## config.mk

```make
export PLATFORM = sky130hd
export DESIGN_NAME = tmr8_pwm_unit
export DESIGN_NICKNAME = d
export VERILOG_FILES = /design/src/rtl/tmr8_pkg.sv /design/src/rtl/tmr8_tick_sel.sv /design/src/rtl/tmr8_counter.sv /design/src/rtl/tmr8_wave.sv /design/src/rtl/tmr8_pwm_unit.sv
export SDC_FILE = /design/constraint.sdc
export NUM_CORES = 1
export LEC_CHECK = 0
export BUFFER_PORTS_ARGS = -buffer_cell sky130_fd_sc_hd__buf_2
export CORE_MARGIN = 2
export CORE_UTILIZATION = 56
export DETAILED_ROUTE_END_ITERATION = 7
export GPL_TIMING_DRIVEN = 1
export PLACE_DENSITY = 0.82
export SYNTH_ARGS = -nofsm -noshare
export SYNTH_HDL_FRONTEND = slang
export SYNTH_HIERARCHICAL = 1
export SYNTH_SLANG_ARGS = --single-unit
```

## constraint.sdc

```tcl
create_clock -name clk -period 1.9 [get_ports clk]
set_input_delay 0.095 -clock clk [delete_from_list [all_inputs] [get_ports clk]]
set_output_delay 0.095 -clock clk [all_outputs]
set_load 0.01 [all_outputs]
```

## src/rtl/tmr8_pkg.sv

```systemverilog
package tmr8_pkg;
   // control register field positions (select field starts at CB_SEL)
   localparam int CB_MODE = 0;
   localparam int CB_RUN  = 1;
   localparam int CB_IEN  = 2;
   localparam int CB_FLAG = 3;
   localparam int CB_SEL  = 4;
   localparam int CB_FIXED = 4;

   typedef enum logic {
      MODE_INTERVAL = 1'b0,
      MODE_PWM      = 1'b1
   } tmr_mode_e;
endpackage

```

## src/rtl/tmr8_tick_sel.sv

```systemverilog
module tmr8_tick_sel #(
   parameter int SEL_W = 2,
   localparam int N_TICK = 1 << SEL_W
) (
   input  logic [N_TICK-1:0] tick_in,
   input  logic [SEL_W-1:0]  sel,
   output logic              tick
);
   logic [N_TICK-1:0] hit;

   generate
      for (genvar gi = 0; gi < N_TICK; gi++) begin : g_hit
         assign hit[gi] = tick_in[gi] && (sel == SEL_W'(gi));
      end
   endgenerate

   assign tick = |hit;
endmodule

```

## src/rtl/tmr8_counter.sv

```systemverilog
module tmr8_counter #(
   parameter int CNT_W = 8
) (
   input  logic             clk,
   input  logic             rst_n,
   input  logic             run,
   input  logic             mode_pwm,
   input  logic             restart,
   input  logic             tick,
   input  logic [CNT_W-1:0] cmp_val,
   output logic [CNT_W-1:0] cnt,
   output logic [CNT_W-1:0] latch,
   output logic             match
);
   logic at_zero;

   assign at_zero = (cnt == '0);
   assign match   = !mode_pwm && run && tick && (cnt == latch);

   always_ff @(posedge clk) begin
      if (!rst_n) begin
         cnt   <= '0;
         latch <= '0;
      end else begin
         if (at_zero) begin
            latch <= cmp_val;
         end
         if (!run || restart) begin
            cnt <= '0;
         end else if (tick) begin
            if (match) begin
               cnt <= '0;
            end else begin
               cnt <= cnt + 1'b1;
            end
         end
      end
   end
endmodule

```

## src/rtl/tmr8_wave.sv

```systemverilog
module tmr8_wave #(
   parameter int CNT_W = 8
) (
   input  logic             clk,
   input  logic             rst_n,
   input  logic             run,
   input  logic             mode_pwm,
   input  logic             restart,
   input  logic             match,
   input  logic [CNT_W-1:0] cnt,
   input  logic [CNT_W-1:0] latch,
   output logic             out_pin
);
   logic tog;

   always_ff @(posedge clk) begin
      if (!rst_n) begin
         tog <= 1'b0;
      end else if (!run || restart) begin
         tog <= 1'b0;
      end else if (match) begin
         tog <= !tog;
      end
   end

   assign out_pin = run && (mode_pwm ? (cnt < latch) : tog);
endmodule

```

## src/rtl/tmr8_pwm_unit.sv

```systemverilog
module tmr8_pwm_unit #(
   parameter int CNT_W = 8,
   parameter int SEL_W = 2,
   localparam int N_TICK = 1 << SEL_W
) (
   input  logic              clk,
   input  logic              rst_n,
   input  logic [N_TICK-1:0] tick_in,
   input  logic              wr_ctrl,
   input  logic              wr_cmp,
   input  logic [CNT_W-1:0]  wdata,
   input  logic              rd_rmw,
   output logic [CNT_W-1:0]  ctrl_rdata,
   output logic              out_pin,
   output logic              irq
);
   import tmr8_pkg::*;

   localparam int CTRL_USED = CB_FIXED + SEL_W;

   generate
      if (SEL_W < 1 || SEL_W > 3) begin : g_bad_sel
         $error("SEL_W must be 1 to 3");
      end
      if (CNT_W < CTRL_USED) begin : g_bad_width
         $error("CNT_W too narrow for the control fields");
      end
   endgenerate

   tmr_mode_e        mode_q;
   logic             run_q;
   logic             ien_q;
   logic             flag_q;
   logic [SEL_W-1:0] sel_q;
   logic [CNT_W-1:0] cmp_q;
   logic             tick;
   logic             restart;
   logic             match;
   logic             mode_pwm;
   logic [CNT_W-1:0] cnt;
   logic [CNT_W-1:0] latch;

   assign mode_pwm = (mode_q == MODE_PWM);
   assign restart  = wr_ctrl && (wdata[CB_MODE] != mode_pwm);

   always_ff @(posedge clk) begin
      if (!rst_n) begin
         mode_q <= MODE_INTERVAL;
         run_q  <= 1'b0;
         ien_q  <= 1'b0;
         sel_q  <= '0;
         cmp_q  <= '0;
      end else begin
         if (wr_ctrl) begin
            mode_q <= tmr_mode_e'(wdata[CB_MODE]);
            run_q  <= wdata[CB_RUN];
            ien_q  <= wdata[CB_IEN];
            sel_q  <= wdata[CB_SEL +: SEL_W];
         end
         if (wr_cmp) begin
            cmp_q <= wdata;
         end
      end
   end

   // flag: set has priority over a software clear
   always_ff @(posedge clk) begin
      if (!rst_n) begin
         flag_q <= 1'b0;
      end else if (match) begin
         flag_q <= 1'b1;
      end else if (wr_ctrl && !wdata[CB_FLAG]) begin
         flag_q <= 1'b0;
      end
   end

   tmr8_tick_sel #(.SEL_W(SEL_W)) u_sel (
      .tick_in (tick_in),
      .sel     (sel_q),
      .tick    (tick)
   );

   tmr8_counter #(.CNT_W(CNT_W)) u_cnt (
      .clk      (clk),
      .rst_n    (rst_n),
      .run      (run_q),
      .mode_pwm (mode_pwm),
      .restart  (restart),
      .tick     (tick),
      .cmp_val  (cmp_q),
      .cnt      (cnt),
      .latch    (latch),
      .match    (match)
   );

   tmr8_wave #(.CNT_W(CNT_W)) u_wave (
      .clk      (clk),
      .rst_n    (rst_n),
      .run      (run_q),
      .mode_pwm (mode_pwm),
      .restart  (restart),
      .match    (match),
      .cnt      (cnt),
      .latch    (latch),
      .out_pin  (out_pin)
   );

   always_comb begin
      ctrl_rdata                   = '0;
      ctrl_rdata[CB_MODE]          = mode_pwm;
      ctrl_rdata[CB_RUN]           = run_q;
      ctrl_rdata[CB_IEN]           = ien_q;
      ctrl_rdata[CB_FLAG]          = flag_q || rd_rmw;
      ctrl_rdata[CB_SEL +: SEL_W]  = sel_q;
   end

   assign irq = flag_q && ien_q;
endmodule

```

==> results of run 1 <==
==> state kept, by name (all words and copies together) (netlist names) <==
signal	flops
cmp_q	8
u_cnt/cnt	8
u_cnt/latch	8
sel_q	2
flag_q	1
ien_q	1
mode_pwm	1
run_q	1
u_wave/tog	1
==> worst max-delay path, delay by kind of cell (launching register included) <==
kind	cells	cell delay, ps
adders and majority gates	1	280
DFF	1	380
and+or+nand+nor	1	90
AOI/OAI and AO/OA	2	470
buffers and inverters	2	220
==> layer usage <==
metal	vias up	share of wire, %	track usage [%]	wire length [µm]
met2	28	51	34.9	1730
met3	6	3.9	5.90	132
li1	615	-	-	-
met1	575	44	25.8	1510
met5	-	0	0	0
met4	0	1.6	9.42	54
==> timing repair <==
| action | in CTS | in global routing |
|---|---|---|
| setup buffers | 0 | 1 |
| gates resized for setup | 3 | 4 |
| setup endpoints to repair | 1 | 1 |
==> Yosys cell counts <==
library cell / number / area share (%)
dfxtp_1: 31 / 36
mux2i_1: 22 / 13
nor2b_1: 21 / 7.7
xnor2_1: 12 / 6.2
inv_1: 10 / 2.2
ha_1: 9 / 6.6
nor4_1: 8 / 2.9
buf_4: 6 / 2.6
nand2_1: 6 / 1.3
nor2_1: 5 / 1.1
buf_6: 4 / 2.6
xor2_1: 4 / 2.1
a211oi_1: 2 / 0.88
and2_1: 2 / 0.74
nand3b_1: 2 / 0.88
nand4_1: 2 / 0.74
nand4_2: 2 / 1.5
nor3_1: 2 / 0.59
o21ai_0: 2 / 0.59
a211oi_2: 1 / 0.74
a21oi_1: 1 / 0.29
clkdlybuf4s25_2: 1 / 0.59
conb_1: 1 / 0.22
mux4_2: 1 / 1.3
nand2_2: 1 / 0.37
nand3_2: 1 / 0.59
nand4b_1: 1 / 0.51
nor3_2: 1 / 0.59
nor3_4: 1 / 0.96
nor4b_2: 1 / 0.88
o211ai_1: 1 / 0.44
o31ai_1: 1 / 0.44
or2_2: 1 / 0.37
xnor2_2: 1 / 0.96
==> power by group <==
part           total (mW)  switching, mW  internal [mW]
Clock               0.490          0.219          0.271
Combinational       0.155         0.0796         0.0756
Sequential          0.695         0.0219          0.673
==> final cells by class <==
| cell class | count | area [µm²] | share of cell area, % |
|---|---|---|---|
| timing repair buffer | 25 | 128 | 6.88 |
| inverter | 10 | 37.5 | 2.02 |
| clock buffer | 6 | 41.3 | 2.23 |
| clock inverter | 1 | 30.0 | 1.62 |
| multi-input combinational | 116 | 947 | 51.0 |
| sequential | 31 | 631 | 34.0 |
| tap | 33 | 41.3 | 2.23 |
==> path summary, 6_finish.rpt <==
path	to
worst max-delay path	out_pin
worst min-delay path	cmp_q[7]
worst min register to register	cmp_q[4]
worst max register to register	u_cnt/cnt[2]
==> cell usage in the layout, fill, tap and decap left out, types with 4 or more instances in the layout <==
cell and count:
dfxtp_1 25, buf_2 24, mux2i_1 22, nor2b_1 21, xnor2_1 12, inv_1 10, ha_1 9, nor4_1 8
nand2_1 6, nor2_1 5, clkbuf_4 5, dfxtp_2 5, xor2_1 4
==> per-stage QoR <==
stage	instance area, µm²	setup slack [ps]
after floorplan	1710	296
after global placement	1770	306
after detailed placement	1770	213
after CTS	1840	15.5
after global routing	1860	0.886
final	1860	37.3
==> logic make-up (layout without fill, tap and decap cells) <==
logic type | after synthesis | in the layout | synth area share, %
buf+inv | 21 | 42 | 8.09
simple gates | 57 | 57 | 21.8
flops | 31 | 31 | 36.5
fa+ha+maj | 9 | 9 | 6.62
other cells | 1 | 2 | 0.220
compound gates | 8 | 8 | 3.38
mux | 23 | 23 | 14.3
xor+xnor | 17 | 17 | 9.19
==> results.md, run 1 <==
- Largest net degree at the start of global routing: 25
- Drt initial violations: 31
- Routed length per instance: 15.4 µm
- Layout cell share with drive strength beyond 1: 25.4%
- Crit end category: primary output
- # rows: 20
- Initial cell density of the core: 57.1%
- Total Neg Setup Slack: 0 ps
- Crit path launch type: register
- Layout area overhead: 9.04%
- Slowest CP cell: dfxtp_4
- Final period util: a little over nine tenths
- Clock-pin slew on the worst setup and hold paths: approximately 90 ps
- Vias in the first global route: 1189
- Antenna-violating nets left: 0
- Vias per cell: roughly 5.5
- GP Congestion: around 0.89
- Core footprint: approximately 3000 µm²
- DRC: 0
- Fill count: around 250
- Die X: 59.1 µm
- Worst hold margin: between 20 and 25 ps
- First-pass GRT wire length: 5.44 mm
- Final slew viol count: 0
- Root Driver: clkbuf_4
- Gr ovfl total: 0
- Skew final: 5.40 ps
- Sequential area share after synthesis: between 30% and 40%
- CTS H-Tree Depth: 2
- Finished Layout Cells: around 220
- Final core utilization: between 60% and 70%
- Required @ worst endpoint: ~1800 ps
- Final WL: approximately 3.4 mm
- Status: finished, final reports clean
- Cell count after placement: approximately 210
- Crit path DAT: approximately 1800 ps
- Synth Cell Area: 1700 µm²
- Post-layout minimum cycle time: 1860 ps
- Clock Latency Late Sink: 330 ps
- R2r worst-path depth: 4
- Avg Cell Area, Syn: around 10 µm²
- I/O pin count: 27
- Unrepaired setup endpoints after global routing: no
- Number of synthesized register bits: 31
- Final hold vios: 0
- CTS tree: built
- Total CTS buffers: 5
- Area of the die: about 3500 µm²
- Max Cap Viol: 0
- R2r setup slk: ~140 ps
- Hold depth: 3
- Post-DP HPWL: between 2 and 2.5 mm
- Reg2reg start: sel_q[1]
- Post-CTS Hold Buffers: 0
- Buffers on Ports: 24
- Initial antenna violation count: 0
- Number of diodes: 0
- Gate Count Post-Synth: approximately 170
- Pwr Total: between 1 and 1.5 mW
- Maximum clock path buffer count: 2
- Worst Path Max Fanout: 3
- Global-route usage over all layers: a little over a fifth
- Static Leak: between 0.7 and 0.8 nW
- DRT Pass-1 Iters: 4
- Pwr Density: around 720 nW/µm²
- Fmax: roughly 540 MHz
- Die extent in y: a little under 60 µm
- Min-delay src: wdata[7]
- Yosys warnings: 6
- Critical Path Start: u_cnt/latch[5]
- Cell chain of the critical path: inv_1 -> ha_1 -> a211oi_1 -> nor2_1 -> o31ai_1 -> buf_2
- Fin nets: approximately 220
- Routed vias: 1224
- Final setup vio count: 0
- Worst min path class: in -> reg
- Setup CP Type: reg -> out
- Library cells used by synthesis: 34
- Sink Count: 31
- Worst stage delay on the critical path: 380 ps
- Max IR drop VDD: approximately 0.43 mV
No activity file was read; power rests on OpenSTA's default activity.
==> inputs of run 2 (changes only) <==
Settings changed: ABC_AREA set to 1.
==> run 2 against run 1 <==
Synthesized cell count increased by 51%. Core utilization increased by 4.0 points. Final cell count increased by 49%. Maximum frequency increased by 3.5%. Synthesized area increased by 3.7%. Worst hold slack improved by 6.1 ps. Die area increased by 3.5%.
==> results.md, run 2 <==
- Status: finished, final reports clean
- Routed met1 length: 1.57 mm
- Crit path launch type: register
- Commonest non-fill, non-tap cell in the layout: nor2_1
- Resized Gates After CTS: 0
- Worst Path Max Fanout: 5
- Layout area overhead: 13.7%
- Die X: 60.1 µm
- Crit path DAT: around 1700 ps
- Final hold vios: 0
- Avg Cell Area, Syn: 6.98 µm²
- Root Driver: clkbuf_4
- Gr ovfl total: 0
- Routed length per instance: about 11 µm
- Unrepaired setup endpoints after global routing: no
- Synth area leader: dfxtp_1
- Pwr Density: 657 nW/µm²
- Fmax: between 500 and 600 MHz
- Fin nets: about 310
- Commonest cells in the netlist: 52 x nor2_1, 43 x nand2_1, 31 x dfxtp_1
- CTS H-Tree Depth: 2
- Layout cell share with drive strength beyond 1: about a fifth
- Crit path max-delay family: flip-flops
- Total Neg Setup Slack: 0 ps
- I/O pin count: 27
- Largest net degree at the start of global routing: 25
- Sequential area share after synthesis: a little over a third
- Worst min path class: in -> reg
- Skew final: between 7 and 8 ps
- # rows: 20
- Total CTS buffers: 5
- Drt initial violations: slightly above 70
- Static Leak: roughly 0.94 nW
- Maximum clock path buffer count: 2
- Number of diodes: 0
- Area share of the largest cell type after synthesis: 35.2%
- Ys flop type: dfxtp_1
- Post-CTS Setup Repair Bufs: 0
- Buffers on Ports: 24
- Final slew viol count: 0
- Max IR drop VDD: roughly 0.60 mV
- Antenna-violating nets left: 0
- Ys async rst share: 0%
- Largest cells by area after synthesis: dfxtp_1 35%, nor2_1 11%, nand2_1 9.1%, ha_1 6.4%, inv_1 6.0%
- Slowest CP cell: dfxtp_1
- Largest regs: cmp_q x8, u_cnt/cnt x8, u_cnt/latch x8
- Final setup vio count: 0
- Area of the die: 3620 µm²
- Max Cap Viol: 0
- CTS tree: built
- Met3 routed WL: between 100 and 150 µm
- Design area: 2010 µm²
- First-pass GRT wire length: 5.87 mm
- Cell chain of the critical path: inv_1 -> ha_1 -> a21oi_1 -> o21a_1 -> nand2_1 -> a21oi_2 -> buf_2
- Cell count after placement: about 320
- Global-route usage over all layers: a little over a fifth
- Finished Layout Cells: 330
- Post-synth EDFFs: 0
- Vias in the first global route: 1414
- Yosys warnings: 6
- Met2 WL: 1.73 mm
- Clock Latency Late Sink: ~340 ps
- Worst hold margin: 29.8 ps
- Synth Cell Area: 1770 µm²
- Top Layer Used: met4
- Clock-pin slew on the worst setup and hold paths: roughly 100 ps
- Post-DP Area: between 1500 and 2000 µm²
- Vias per cell: 4.80
- Final WL: between 3 and 4 mm
- Post-CTS Hold Buffers: 7
- GP Congestion: just over 0.8
- Pwr Total: 1.32 mW
- Buffers and inverters on the worst path: 2
- Post-layout minimum cycle time: about 1800 ps
- Core footprint: just over 3000 µm²
- Gate Count Post-Synth: 253
- Library cells used by synthesis: 29
- Crit end category: primary output
- Required @ worst endpoint: 1800 ps
- DRC: 0
- Number of synthesized register bits: 31
- Initial antenna violation count: 0
- Commonest cells after routing, fill and taps aside: 52 x nor2_1, 43 x nand2_1, 31 x dfxtp_1, 28 x inv_1, 24 x buf_2
- Top-count cell post-synth: nor2_1
- Worst stage delay on the critical path: roughly 430 ps
- Setup CP Type: reg -> out
- Final period util: roughly 95%
- Initial cell density of the core: 58.3%
- Post-DP HPWL: approximately 2.6 mm
- Sink Count: 31
- DRT Pass-1 Iters: 4
- Die extent in y: around 60 µm
- Routed vias: ~1600
run 2: changes by cell type in the layout (fill, tap and decap cells not counted), sizes merged, moves of 3 or more:
cell,delta
nor4,-8
o21ai,+23
clkinv,+3
nor2b,-21
a21oi,+5
xnor2,-6
inv,+24
a211oi,-3
mux2i,-22
nand2,+39
nand3,+7
dlygate4sd3,+7
nor2,+57
run 2: area by class of cell:
type	instances	area (µm²)
clock buffers	6	41.3
clock inverters	2	12.5
fillers	258	1020
inverters	36	136
multi-input cells	179	945
flip-flops and latches	31	621
well taps	44	55.1
repair buffers	32	198
run 2: layer usage:
layer | vias up | global-route usage (%)
li1 | 844 | -
met2 | 25 | 38.7
met4 | 0 | 6.67
met1 | 710 | 24.8
met3 | 6 | 7.14
met5 | - | 0
run 2: path summary, 6_finish.rpt:
| kind | startpoint | to | slack, ps | depth (start not counted) |
|---|---|---|---|---|
| worst max-delay path | u_cnt/latch[7] | out_pin | 100 | 7 |
| worst min-delay path | wdata[0] | mode_pwm | 30 | 3 |
| worst max register to register | sel_q[0] | u_cnt/cnt[7] | 340 | 11 |
| worst min register to register | flag_q | flag_q | 480 | 2 |
run 2: report_power, final:
group | switching [mW] | internal, mW
Combinational | 0.130 | 0.0949
Clock | 0.236 | 0.142
Sequential | 0.0321 | 0.684
Total | 0.398 | 0.921
run 2: cells by family after synthesis:
group	count (synthesis)	share of synthesized area (%)
AND/OR/NAND/NOR	126	32.3
buffers and inverters	44	11.6
AO/OA/AOI/OAI	32	9.43
flip-flops	31	35.2
XOR/XNOR	10	4.96
adder cells (fa/ha/maj)	9	6.38
other	1	0.212
run 2: through the flow:
step | util, % | worst slack, ps
2_1_floorplan | - | 397
3_3_place_gp | 62.2 | 354
3_5_place_dp | 62.2 | 327
4_1_cts | 66.3 | 84.0
5_1_grt | 66.3 | 10.1
6_report | 66.3 | 101
run 2: worst min-delay path, delay by kind of cell:
kind                   cells  cell delay [ps]
AND/OR/NAND/NOR            2              130
buffers and inverters      1              120
==> inputs of run 3 (changes only) <==
Settings changed: PLACE_DENSITY 0.82 to 0.86.
==> run 3 against run 2 <==
Core utilization fell by 0.45 points. Final area is 0.69% lower. Power fell by 0.43%. Worst setup slack improved by 39 ps. Count of clock-buffer cells in the layout did not move. Largest cell class unchanged. Largest power group unchanged.
==> results.md, run 3 (same netlist as run 2, synthesis figures left out) <==
- Clock Power Share: 28.7%
- Skew final: 15.2 ps
- M1 GR Usage: about 25%
- Routing usage on met2: between 40% and 50%
- Layout area overhead: 13.0%
- Commonest non-fill, non-tap cell in the layout: nor2_1
- Commonest cells after routing, fill and taps aside: 52 x nor2_1, 42 x nand2_1, 30 x dfxtp_1, 28 x inv_1, 24 x buf_2
- CTS H-Tree Depth: 2
- Clock-pin slew on the worst setup and hold paths: ~100 ps
- Worst stage delay on the critical path: between 300 and 400 ps
- Antenna-violating nets left: 0
- Layout cell share with drive strength beyond 1: 21.1%
- Crit path DAT: ~1700 ps
- Int Power: 0.917 mW
- Largest net degree at the start of global routing: 25
- Routed vias: about 1600
- Initial cell density of the core: between 50% and 60%
- Vias per cell: 4.90
- Met3 Use GR: 10.2%
- Static Leak: between 0.9 and 1 nW
- Core footprint: between 3000 and 4000 µm²
- Buffers on Ports: 24
- Pwr Density: between 600 and 700 nW/µm²
- Area of the die: ~3600 µm²
- Number of diodes: 0
- Final setup vio count: 0
- Die X: between 60 and 70 µm
- Post-CTS Setup Repair Bufs: 0
- Crit end category: primary output
- CTS tree: built
- Fill count: 281
- I/O pin count: 27
- Max IR drop VDD: 0.611 mV
- Root Driver: clkbuf_4
- Total CTS buffers: 5
- Crit path launch type: register
- DRC: 0
- GP Congestion: between 0.8 and 0.9
- Switching power: between 0.3 and 0.4 mW
- Fmax: approximately 570 MHz
- Initial antenna violation count: 0
- Slowest CP cell: dfxtp_1
- Switching share of power: 30.2%
- Worst min path class: in -> reg
- Setup CP Type: reg -> out
- Max Cap Viol: 0
- Cell chain of the critical path: inv_1 -> ha_1 -> a21oi_1 -> nand2_1 -> nand2_1 -> nand2_1 -> a21oi_2 -> buf_2
- Final core utilization: between 60 and 70%
- Final slew viol count: 0
- Final period util: between 90% and 100%
- Vias in the first global route: roughly 1500
- Routed length per instance: roughly 11 µm
- Post-layout minimum cycle time: ~1800 ps
- Global-route usage over all layers: 23.0%
- Sink Count: 31
- # rows: 20
- Total Neg Setup Slack: 0 ps
- Combinational share of power: ~17%
- Drt initial violations: roughly 60
- Required @ worst endpoint: 1800 ps
- Fin nets: 309
- Reg area: between 600 and 700 µm²
- Clock Latency Late Sink: between 300 and 400 ps
- Maximum clock path buffer count: 2
- Multi-input logic area: roughly 950 µm²
- Status: finished, final reports clean
- Final WL: around 3.6 mm
- Die extent in y: 60.1 µm
- Largest regs: cmp_q x8, u_cnt/cnt x8, u_cnt/latch x8
- First-pass GRT wire length: between 6 and 7 mm
- Worst Path Max Fanout: 3
- Unrepaired setup endpoints after global routing: no
- Layer with the highest usage: met2
- Sequential power share: around 55%
- Final hold vios: 0
- Most used cell, CP: nand2_1
- Gr ovfl total: 0
- DRT Pass-1 Iters: 4
- Post-DP HPWL: between 2 and 3 mm
==> run 3: cell count changes in the layout (fill, tap and decap cells not counted) <==
cell	change
dfxtp_2	+1
nand2_1	-1
dlygate4sd3_1	-1
dfxtp_1	-1
buf_4	-1
nand2_2	+1
==> run 3: layout make-up <==
cell class / count / area share, %
timing repair buffer: 30 / 9.03
multi-input combinational: 179 / 47.5
clock inverter: 2 / 0.627
tap: 44 / 2.76
clock buffer: 6 / 2.07
sequential: 31 / 31.2
inverter: 36 / 6.84
==> run 3: critical path: cells and delay by family (launching register included) <==
| family | cells | cell delay, ps |
|---|---|---|
| AO/OA/AOI/OAI | 2 | 250 |
| adder cells (fa/ha/maj) | 1 | 290 |
| buffers and inverters | 2 | 190 |
| flip-flops | 1 | 380 |
| AND/OR/NAND/NOR | 3 | 210 |
==> run 3: metrics by stage <==
step / hold slack, ps / cells / worst slack (ps) / instance area, µm² / power [mW]
2_1_floorplan: 230 / 254 / 397 / 1770 / 0.887
3_3_place_gp: 319 / 314 / 317 / 1880 / 0.932
3_5_place_dp: 325 / 314 / 197 / 1880 / 0.938
4_1_cts: 2.48 / 328 / 98.9 / 1990 / 1.32
5_1_grt: 4.80 / 328 / 21.1 / 1990 / 1.40
6_report: 14.8 / 328 / 140 / 1990 / 1.31
==> run 3: timing repair <==
item | in CTS | in global routing
endpoints found under the hold margin | 9 | 0
gates resized for setup | 0 | 2
hold buffers | 6 | 0
endpoints found under the setup margin | 0 | 2
==> run 3: power by group through the flow <==
| stage | combinational (mW) | sequential (mW) | clock, mW |
|---|---|---|---|
| 6_report | 0.220 | 0.716 | 0.377 |
| 5_1_grt | 0.250 | 0.722 | 0.425 |
| 4_1_cts | 0.218 | 0.716 | 0.387 |
| 3_5_place_dp | 0.207 | 0.731 | 0 |
| 3_3_place_gp | 0.203 | 0.729 | 0 |
| 2_1_floorplan | 0.164 | 0.723 | 0 |
==> run 3: final timing paths <==
path / depth (start not counted) / from / slack (ps) / to
setup / recovery: 8 / u_cnt/latch[3] / 140 / out_pin
hold / removal: 3 / wdata[3] / 10 / cmp_q[3]
setup reg to reg: 10 / sel_q[0] / 250 / u_wave/tog
hold reg to reg: 2 / flag_q / 480 / flag_q
==> run 3: routing by layer <==
| metal | up-vias | wire length (µm) | share of wire (%) |
|---|---|---|---|
| li1 | 840 | - | - |
| met1 | 727 | 1550 | 44 |
| met3 | 2 | 171 | 4.8 |
| met4 | 0 | 21 | 0.59 |
| met5 | - | 0 | 0 |
| met2 | 38 | 1820 | 51 |
